===== config.mk =====
export PLATFORM = sky130hd
export DESIGN_NAME = xlat_cache
export DESIGN_NICKNAME = d
export VERILOG_FILES = /design/src/rtl/xlat_cache_pkg.sv /design/src/rtl/xlat_cache_lru.sv /design/src/rtl/xlat_cache_set.sv /design/src/rtl/xlat_cache.sv
export SDC_FILE = /design/constraint.sdc
export NUM_CORES = 2
export LEC_CHECK = 0
export BUFFER_PORTS_ARGS = -buffer_cell sky130_fd_sc_hd__buf_2
export CAP_MARGIN = 20
export CELL_PAD_IN_SITES_DETAIL_PLACEMENT = 0
export CELL_PAD_IN_SITES_GLOBAL_PLACEMENT = 1
export CORE_MARGIN = 1
export CORE_UTILIZATION = 39
export CTS_CLUSTER_SIZE = 20
export DETAILED_ROUTE_END_ITERATION = 8
export PLACE_DENSITY_LB_ADDON = 0.1
export SLEW_MARGIN = 30
export SYNTH_ARGS = -nofsm -noshare
export SYNTH_HDL_FRONTEND = slang
export SYNTH_HIERARCHICAL = 1
export SYNTH_SLANG_ARGS = --single-unit

===== constraint.sdc =====
create_clock -name clk_i -period 6.2 [get_ports clk_i]
set_clock_uncertainty 0.15 [all_clocks]
set_input_delay 1.24 -clock clk_i [delete_from_list [all_inputs] [get_ports clk_i]]
set_output_delay 1.24 -clock clk_i [all_outputs]
set_load 0.02 [all_outputs]

===== src/rtl/xlat_cache_pkg.sv =====
package xlat_cache_pkg;
  localparam int ATTR_W = 5;
  localparam int A_WR   = 0;
  localparam int A_USR  = 1;
  localparam int A_DRT  = 2;
  localparam int A_ACC  = 3;
  localparam int A_SZ   = 4;
  typedef logic [ATTR_W-1:0] attr_t;
endpackage


===== src/rtl/xlat_cache_lru.sv =====
module xlat_cache_lru #(
  parameter int WAYS = 8,
  localparam int IW  = $clog2(WAYS)
) (
  input  logic          clk_i,
  input  logic          rst_ni,
  input  logic          inv_i,
  input  logic          prom_i,
  input  logic [IW-1:0] prom_way_i,
  output logic [IW-1:0] oldest_o
);
  logic [IW-1:0] age_q [WAYS];
  logic [IW-1:0] prom_age;

  assign prom_age = age_q[prom_way_i];

  always_ff @(posedge clk_i or negedge rst_ni) begin
    if (!rst_ni) begin
      for (int w = 0; w < WAYS; w++) age_q[w] <= IW'(w);
    end else if (inv_i) begin
      for (int w = 0; w < WAYS; w++) age_q[w] <= IW'(w);
    end else if (prom_i) begin
      for (int w = 0; w < WAYS; w++) begin
        if (IW'(w) == prom_way_i)    age_q[w] <= '0;
        else if (age_q[w] < prom_age) age_q[w] <= age_q[w] + 1'b1;
      end
    end
  end

  always_comb begin
    oldest_o = '0;
    for (int w = 0; w < WAYS; w++)
      if (age_q[w] == IW'(WAYS-1)) oldest_o = IW'(w);
  end
endmodule


===== src/rtl/xlat_cache_set.sv =====
module xlat_cache_set
  import xlat_cache_pkg::*;
#(
  parameter int WAYS   = 8,
  parameter int VPN_W  = 20,
  parameter int LVPN_W = 10,
  parameter int DW     = 20,
  localparam int IW    = $clog2(WAYS)
) (
  input  logic             clk_i,
  input  logic             rst_ni,
  input  logic             inv_i,
  input  logic             lk_en_i,
  input  logic [VPN_W-1:0] lk_vpn_i,
  input  logic [3:0]       lk_attr_i,
  input  attr_t            lk_ign_i,
  input  logic             large_en_i,
  input  logic             fl_en_i,
  input  logic [VPN_W-1:0] fl_vpn_i,
  input  attr_t            fl_attr_i,
  input  logic [DW-1:0]    fl_data_i,
  output logic             hit_o,
  output logic [IW-1:0]    way_o,
  output logic [DW-1:0]    data_o
);
  localparam logic [VPN_W-1:0] BIG_MASK = {{LVPN_W{1'b1}}, {(VPN_W-LVPN_W){1'b0}}};

  logic [WAYS-1:0]  vld_q;
  logic [VPN_W-1:0] vpn_q  [WAYS];
  attr_t            attr_q [WAYS];
  logic [DW-1:0]    data_q [WAYS];

  logic [WAYS-1:0] m_big, m_sml;
  logic            hit_big;
  logic [IW-1:0]   oldest, victim;
  logic            prom;
  logic [IW-1:0]   prom_way;

  function automatic logic [IW-1:0] lowest(input logic [WAYS-1:0] v);
    lowest = '0;
    for (int i = WAYS-1; i >= 0; i--) if (v[i]) lowest = IW'(i);
  endfunction

  for (genvar w = 0; w < WAYS; w++) begin : g_way
    logic [VPN_W-1:0] amask;
    logic             addr_ok;
    assign amask   = attr_q[w][A_SZ] ? BIG_MASK : '1;
    assign addr_ok = ((vpn_q[w] ^ lk_vpn_i) & amask) == '0;
    assign m_big[w] = vld_q[w] && addr_ok &&
                      (((attr_q[w] ^ {1'b1, lk_attr_i}) & ~lk_ign_i) == '0);
    assign m_sml[w] = vld_q[w] && addr_ok &&
                      (((attr_q[w] ^ {1'b0, lk_attr_i}) & ~lk_ign_i) == '0);
  end

  // size-1 compare has precedence when large pages are on
  assign hit_big = large_en_i && (|m_big);
  assign hit_o   = hit_big || (|m_sml);
  assign way_o   = hit_big ? lowest(m_big) : lowest(m_sml);
  assign data_o  = data_q[way_o];

  assign victim   = (~vld_q != '0) ? lowest(~vld_q) : oldest;
  assign prom     = !inv_i && (fl_en_i || (lk_en_i && hit_o));
  assign prom_way = fl_en_i ? victim : way_o;

  always_ff @(posedge clk_i or negedge rst_ni) begin
    if (!rst_ni)      vld_q <= '0;
    else if (inv_i)   vld_q <= '0;
    else if (fl_en_i) vld_q[victim] <= 1'b1;
  end

  always_ff @(posedge clk_i) begin
    if (fl_en_i && !inv_i) begin
      vpn_q[victim]  <= fl_vpn_i;
      attr_q[victim] <= fl_attr_i;
      data_q[victim] <= fl_data_i;
    end
  end

  xlat_cache_lru #(.WAYS(WAYS)) u_lru (
    .clk_i      (clk_i),
    .rst_ni     (rst_ni),
    .inv_i      (inv_i),
    .prom_i     (prom),
    .prom_way_i (prom_way),
    .oldest_o   (oldest)
  );
endmodule


===== src/rtl/xlat_cache.sv =====
module xlat_cache
  import xlat_cache_pkg::*;
#(
  parameter int AW     = 32,
  parameter int PG_W   = 12,
  parameter int BIG_W  = 22,
  parameter int DW     = 20,
  parameter int SETS   = 4,
  parameter int WAYS   = 8,
  localparam int IW    = $clog2(WAYS),
  localparam int SET_W = $clog2(SETS),
  localparam int VPN_W = AW - PG_W
) (
  input  logic          clk_i,
  input  logic          rst_ni,
  input  logic          lk_valid_i,
  input  logic [AW-1:0] lk_addr_i,
  input  logic [3:0]    lk_attr_i,
  input  logic [4:0]    lk_ign_i,
  input  logic          large_en_i,
  output logic          lk_hit_o,
  output logic [IW-1:0] lk_way_o,
  output logic [DW-1:0] lk_data_o,
  input  logic          fl_valid_i,
  input  logic [AW-1:0] fl_addr_i,
  input  logic [4:0]    fl_attr_i,
  input  logic [DW-1:0] fl_data_i,
  input  logic          inv_all_i
);
  logic [SET_W-1:0] lk_set, fl_set;
  logic [SETS-1:0]  set_hit;
  logic [IW-1:0]    set_way  [SETS];
  logic [DW-1:0]    set_data [SETS];

  assign lk_set = lk_addr_i[AW-1 -: SET_W];
  assign fl_set = fl_addr_i[AW-1 -: SET_W];

  for (genvar s = 0; s < SETS; s++) begin : g_set
    xlat_cache_set #(
      .WAYS(WAYS), .VPN_W(VPN_W), .LVPN_W(AW-BIG_W), .DW(DW)
    ) u_set (
      .clk_i      (clk_i),
      .rst_ni     (rst_ni),
      .inv_i      (inv_all_i),
      .lk_en_i    (lk_valid_i && (lk_set == SET_W'(s))),
      .lk_vpn_i   (lk_addr_i[AW-1:PG_W]),
      .lk_attr_i  (lk_attr_i),
      .lk_ign_i   (lk_ign_i),
      .large_en_i (large_en_i),
      .fl_en_i    (fl_valid_i && (fl_set == SET_W'(s))),
      .fl_vpn_i   (fl_addr_i[AW-1:PG_W]),
      .fl_attr_i  (fl_attr_i),
      .fl_data_i  (fl_data_i),
      .hit_o      (set_hit[s]),
      .way_o      (set_way[s]),
      .data_o     (set_data[s])
    );
  end

  assign lk_hit_o  = lk_valid_i && set_hit[lk_set];
  assign lk_way_o  = set_way[lk_set];
  assign lk_data_o = set_data[lk_set];
endmodule


==> impl_metrics.toml <==
[status]
status = "complete, but fails checks"
violations = "design-rule violations, negative setup slack"

[synth]
synth_area_per_cell_um2 = 15.1
synth_area_mm2 = 0.0718
synth_most_common_cell = "edfxtp_1"
ys_top_cells_by_count = "edfxtp_1, xnor2_1, mux2i_1"
yosys_most_used_dff = "edfxtp_1"
async_flop_share_pct = 8.16
synth_top_area_share_pct = 60.2
yosysWarningCount = 6
synth-seq-area-share_pct = 64.7
synth-edff-count = 1440
synthTopCellsByArea = "edfxtp_1, xnor2_1, mux2i_1"
yosys.area.top_type = "edfxtp_1"
synth_cell_types = 100
synth-seq-cells = 1568
synthesis.nets = 4974
synth_cells = 4746

[sta]
setup_ws_ns = -0.392
period_share_pct = 106
final.setup.tns_ns = -6.95
fmax_mhz = 152
tightest_slew_ns = 1.05
min_period_ns = 6.59
grt_setup_unrepaired = "true"
hold_viol = 0
setup_violations = 20
maxSlewViolCount = 0
slew_headroom_pct = 30.3

[setup_path]
start_kind = "primary input"
path_buf_inv = 9
worst_path_dominant_cell_family = "buffers and inverters"
slowest_delay_ns = 0.54
cp-startpoint = "lk_addr_i[16]"
cp-end-kind = "output port"
r2r-start = "g_set[3].u_set/vpn_q[4][3]"
cp_data_required_time_ns = 4.81
worst-path-max-fanout = 6
crit_top_cell = "buf_12"
path_cells = "buf_6 -> buf_12 -> buf_4 -> xnor2_1 -> nand4_1 -> o41ai_2 -> buf_4 -> and3_4 -> nor3_2 -> a311o_1 -> mux2i_4 -> buf_12 -> buf_16 -> buf_12 -> buf_12 -> mux2_4 -> o22ai_4 -> a221oi_4 -> mux4_2 -> buf_6"
arrival_ns = 5.20
crit_path_top_delay_cell = "mux4_2"
crit_type = "in2out"

[power]
vdd_drop_max_mv = 0.230
p_per_area_mw_per_mm2 = 253
power_mw = 22.7
p_leak_nw = 32.6

[place]
place_congestion = 0.869
io_buffers = 103
place_ws_ns = -0.740
dp_hpwl_um = 134000

[hold_path]
hold_class = "in2async"

[finish]
syn_to_final_growth_pct = 24.6
nNetsFinal = 5890
regArea_mm2 = 0.0465
final_util_pct = 48.9
n_fill_cell = 16000
multi_input_area_mm2 = 0.0251
layout-drive-gt1-share_pct = 29.1

[clock_tree]
clk_latency_ns = 0.83
root_buffer = "clkbuf_16"
hold_buffers = 0
htreeDepth = 4
clock_path_buffers = 3
cts_buffers = 177
path_clk_slew_ns = 0.06
cts_tree = "yes"
cts.sinks = 1568

[route]
wl_per_cell_um = 24.4
drc = 4
drtAntennaViolNets = 0
via_per_inst = 5.26
drtPass1Iterations = 7
routed_wl_um = 202000
num_vias = 43500
drt_iter0_markers = 2506

[floorplan]
io_pins = 128
start_util_pct = 39.2
die_h_um = 431
die_area_mm2 = 0.186
coreArea_mm2 = 0.183
die_x_um = 431
row_count = 157

[grt]
grt_pass1_wl_um = 293000
antenna_found_initial = 5
overflow = 0
grt_max_degree = 83
grtUsageTotal_pct = 21.5
grt_pass1_vias = 43900

[job]
maxCapViolations = 0
[layer usage]
layer	vias up	track usage (%)	part of all wire, %
met1	22200	27.9	44
met2	795	36.7	49
met3	267	3.47	4.0
met4	0	6.98	2.9
met5	-	0	0
li1	20200	-	-
[repair_timing]
| item | 4_1_cts | 5_1_grt |
|---|---|---|
| cloned | 9 | 3 |
| buffers inserted | 66 | 45 |
| pin swaps | 35 | 66 |
| resized for setup | 246 | 140 |
| setup endpoints to repair | 22 | 64 |
[power breakdown]
part / total (mW) / internal (mW) / switching, mW
combinational: 1.20 / 0.478 / 0.724
clock: 9.87 / 5.57 / 4.30
sequential: 11.6 / 11.6 / 0.0179
total: 22.7 / 17.6 / 5.04
[cell usage in the layout (no fill, tap or decap), drive strengths merged, types with 77 or more instances in the layout]
cell type and n:
nand2 190, nor3 77, o22ai 111, xnor2 590, dfrtp 80, o21ai 111
nor2 183, mux2i 263, nand4 121, clkbuf 227, mux2 90, ha 124
nand3 101, a221oi 79, edfxtp 1440, buf 957, clkinv 83, xor2 178
[metrics by stage]
stage                     hold WS (ns)  cell area [um2]  std cells
after floorplan                  0.329            71900       4746
after global placement           0.357            81000       7826
after detailed placement         0.359            81000       7827
after CTS                        0.332            88300       8216
after global routing             0.376            89500       8262
final                            0.334            89500       8264
[kinds of logic after synthesis]
logic type                 synth area share, %
DFF                                       64.7
and+or+nand+nor                           6.64
xor gates and xnor gates                  9.36
AOI/OAI and AO/OA                         8.03
muxes                                     6.66
buffers and inverters                     2.42
adders and majority gates                 2.16
[layout make-up]
| cell class | instances | area share, % |
|---|---|---|
| inverter | 59 | 0.247 |
| tap | 2464 | 3.44 |
| clock inverter | 92 | 0.829 |
| timing repair buffer | 961 | 10.3 |
| sequential | 1568 | 52.0 |
| clock buffer | 223 | 5.21 |
| multi-input combinational | 2895 | 28.0 |
| antenna | 2 | 0.00559 |
[flip-flops by register name, summed over array words and instances (netlist names)]
signal                   count
g_set.u_set/attr_q         160
g_set.u_set/vpn_q          640
g_set.u_set/data_q         640
g_set.u_set/u_lru/age_q     96
g_set.u_set/vld_q           32
[worst paths after layout]
| check | end | slack, ns | cells after the start |
|---|---|---|---|
| worst min-delay path | g_set[0].u_set/u_lru/age_q[7] | 0.33 | 1 |
| min in group clk_i | g_set[2].u_set/u_lru/age_q[13] | 0.37 | 2 |
| worst max-delay path | lk_data_o[2] | -0.39 | 20 |
| max in group asynchronous | g_set[3].u_set/u_lru/age_q[7] | 4.32 | 2 |
| worst max register to register | g_set[3].u_set/u_lru/age_q[22] | 0.56 | 26 |
| worst min register to register | g_set[2].u_set/u_lru/age_q[13] | 0.37 | 2 |
Power figures use the tool's default switching activity.
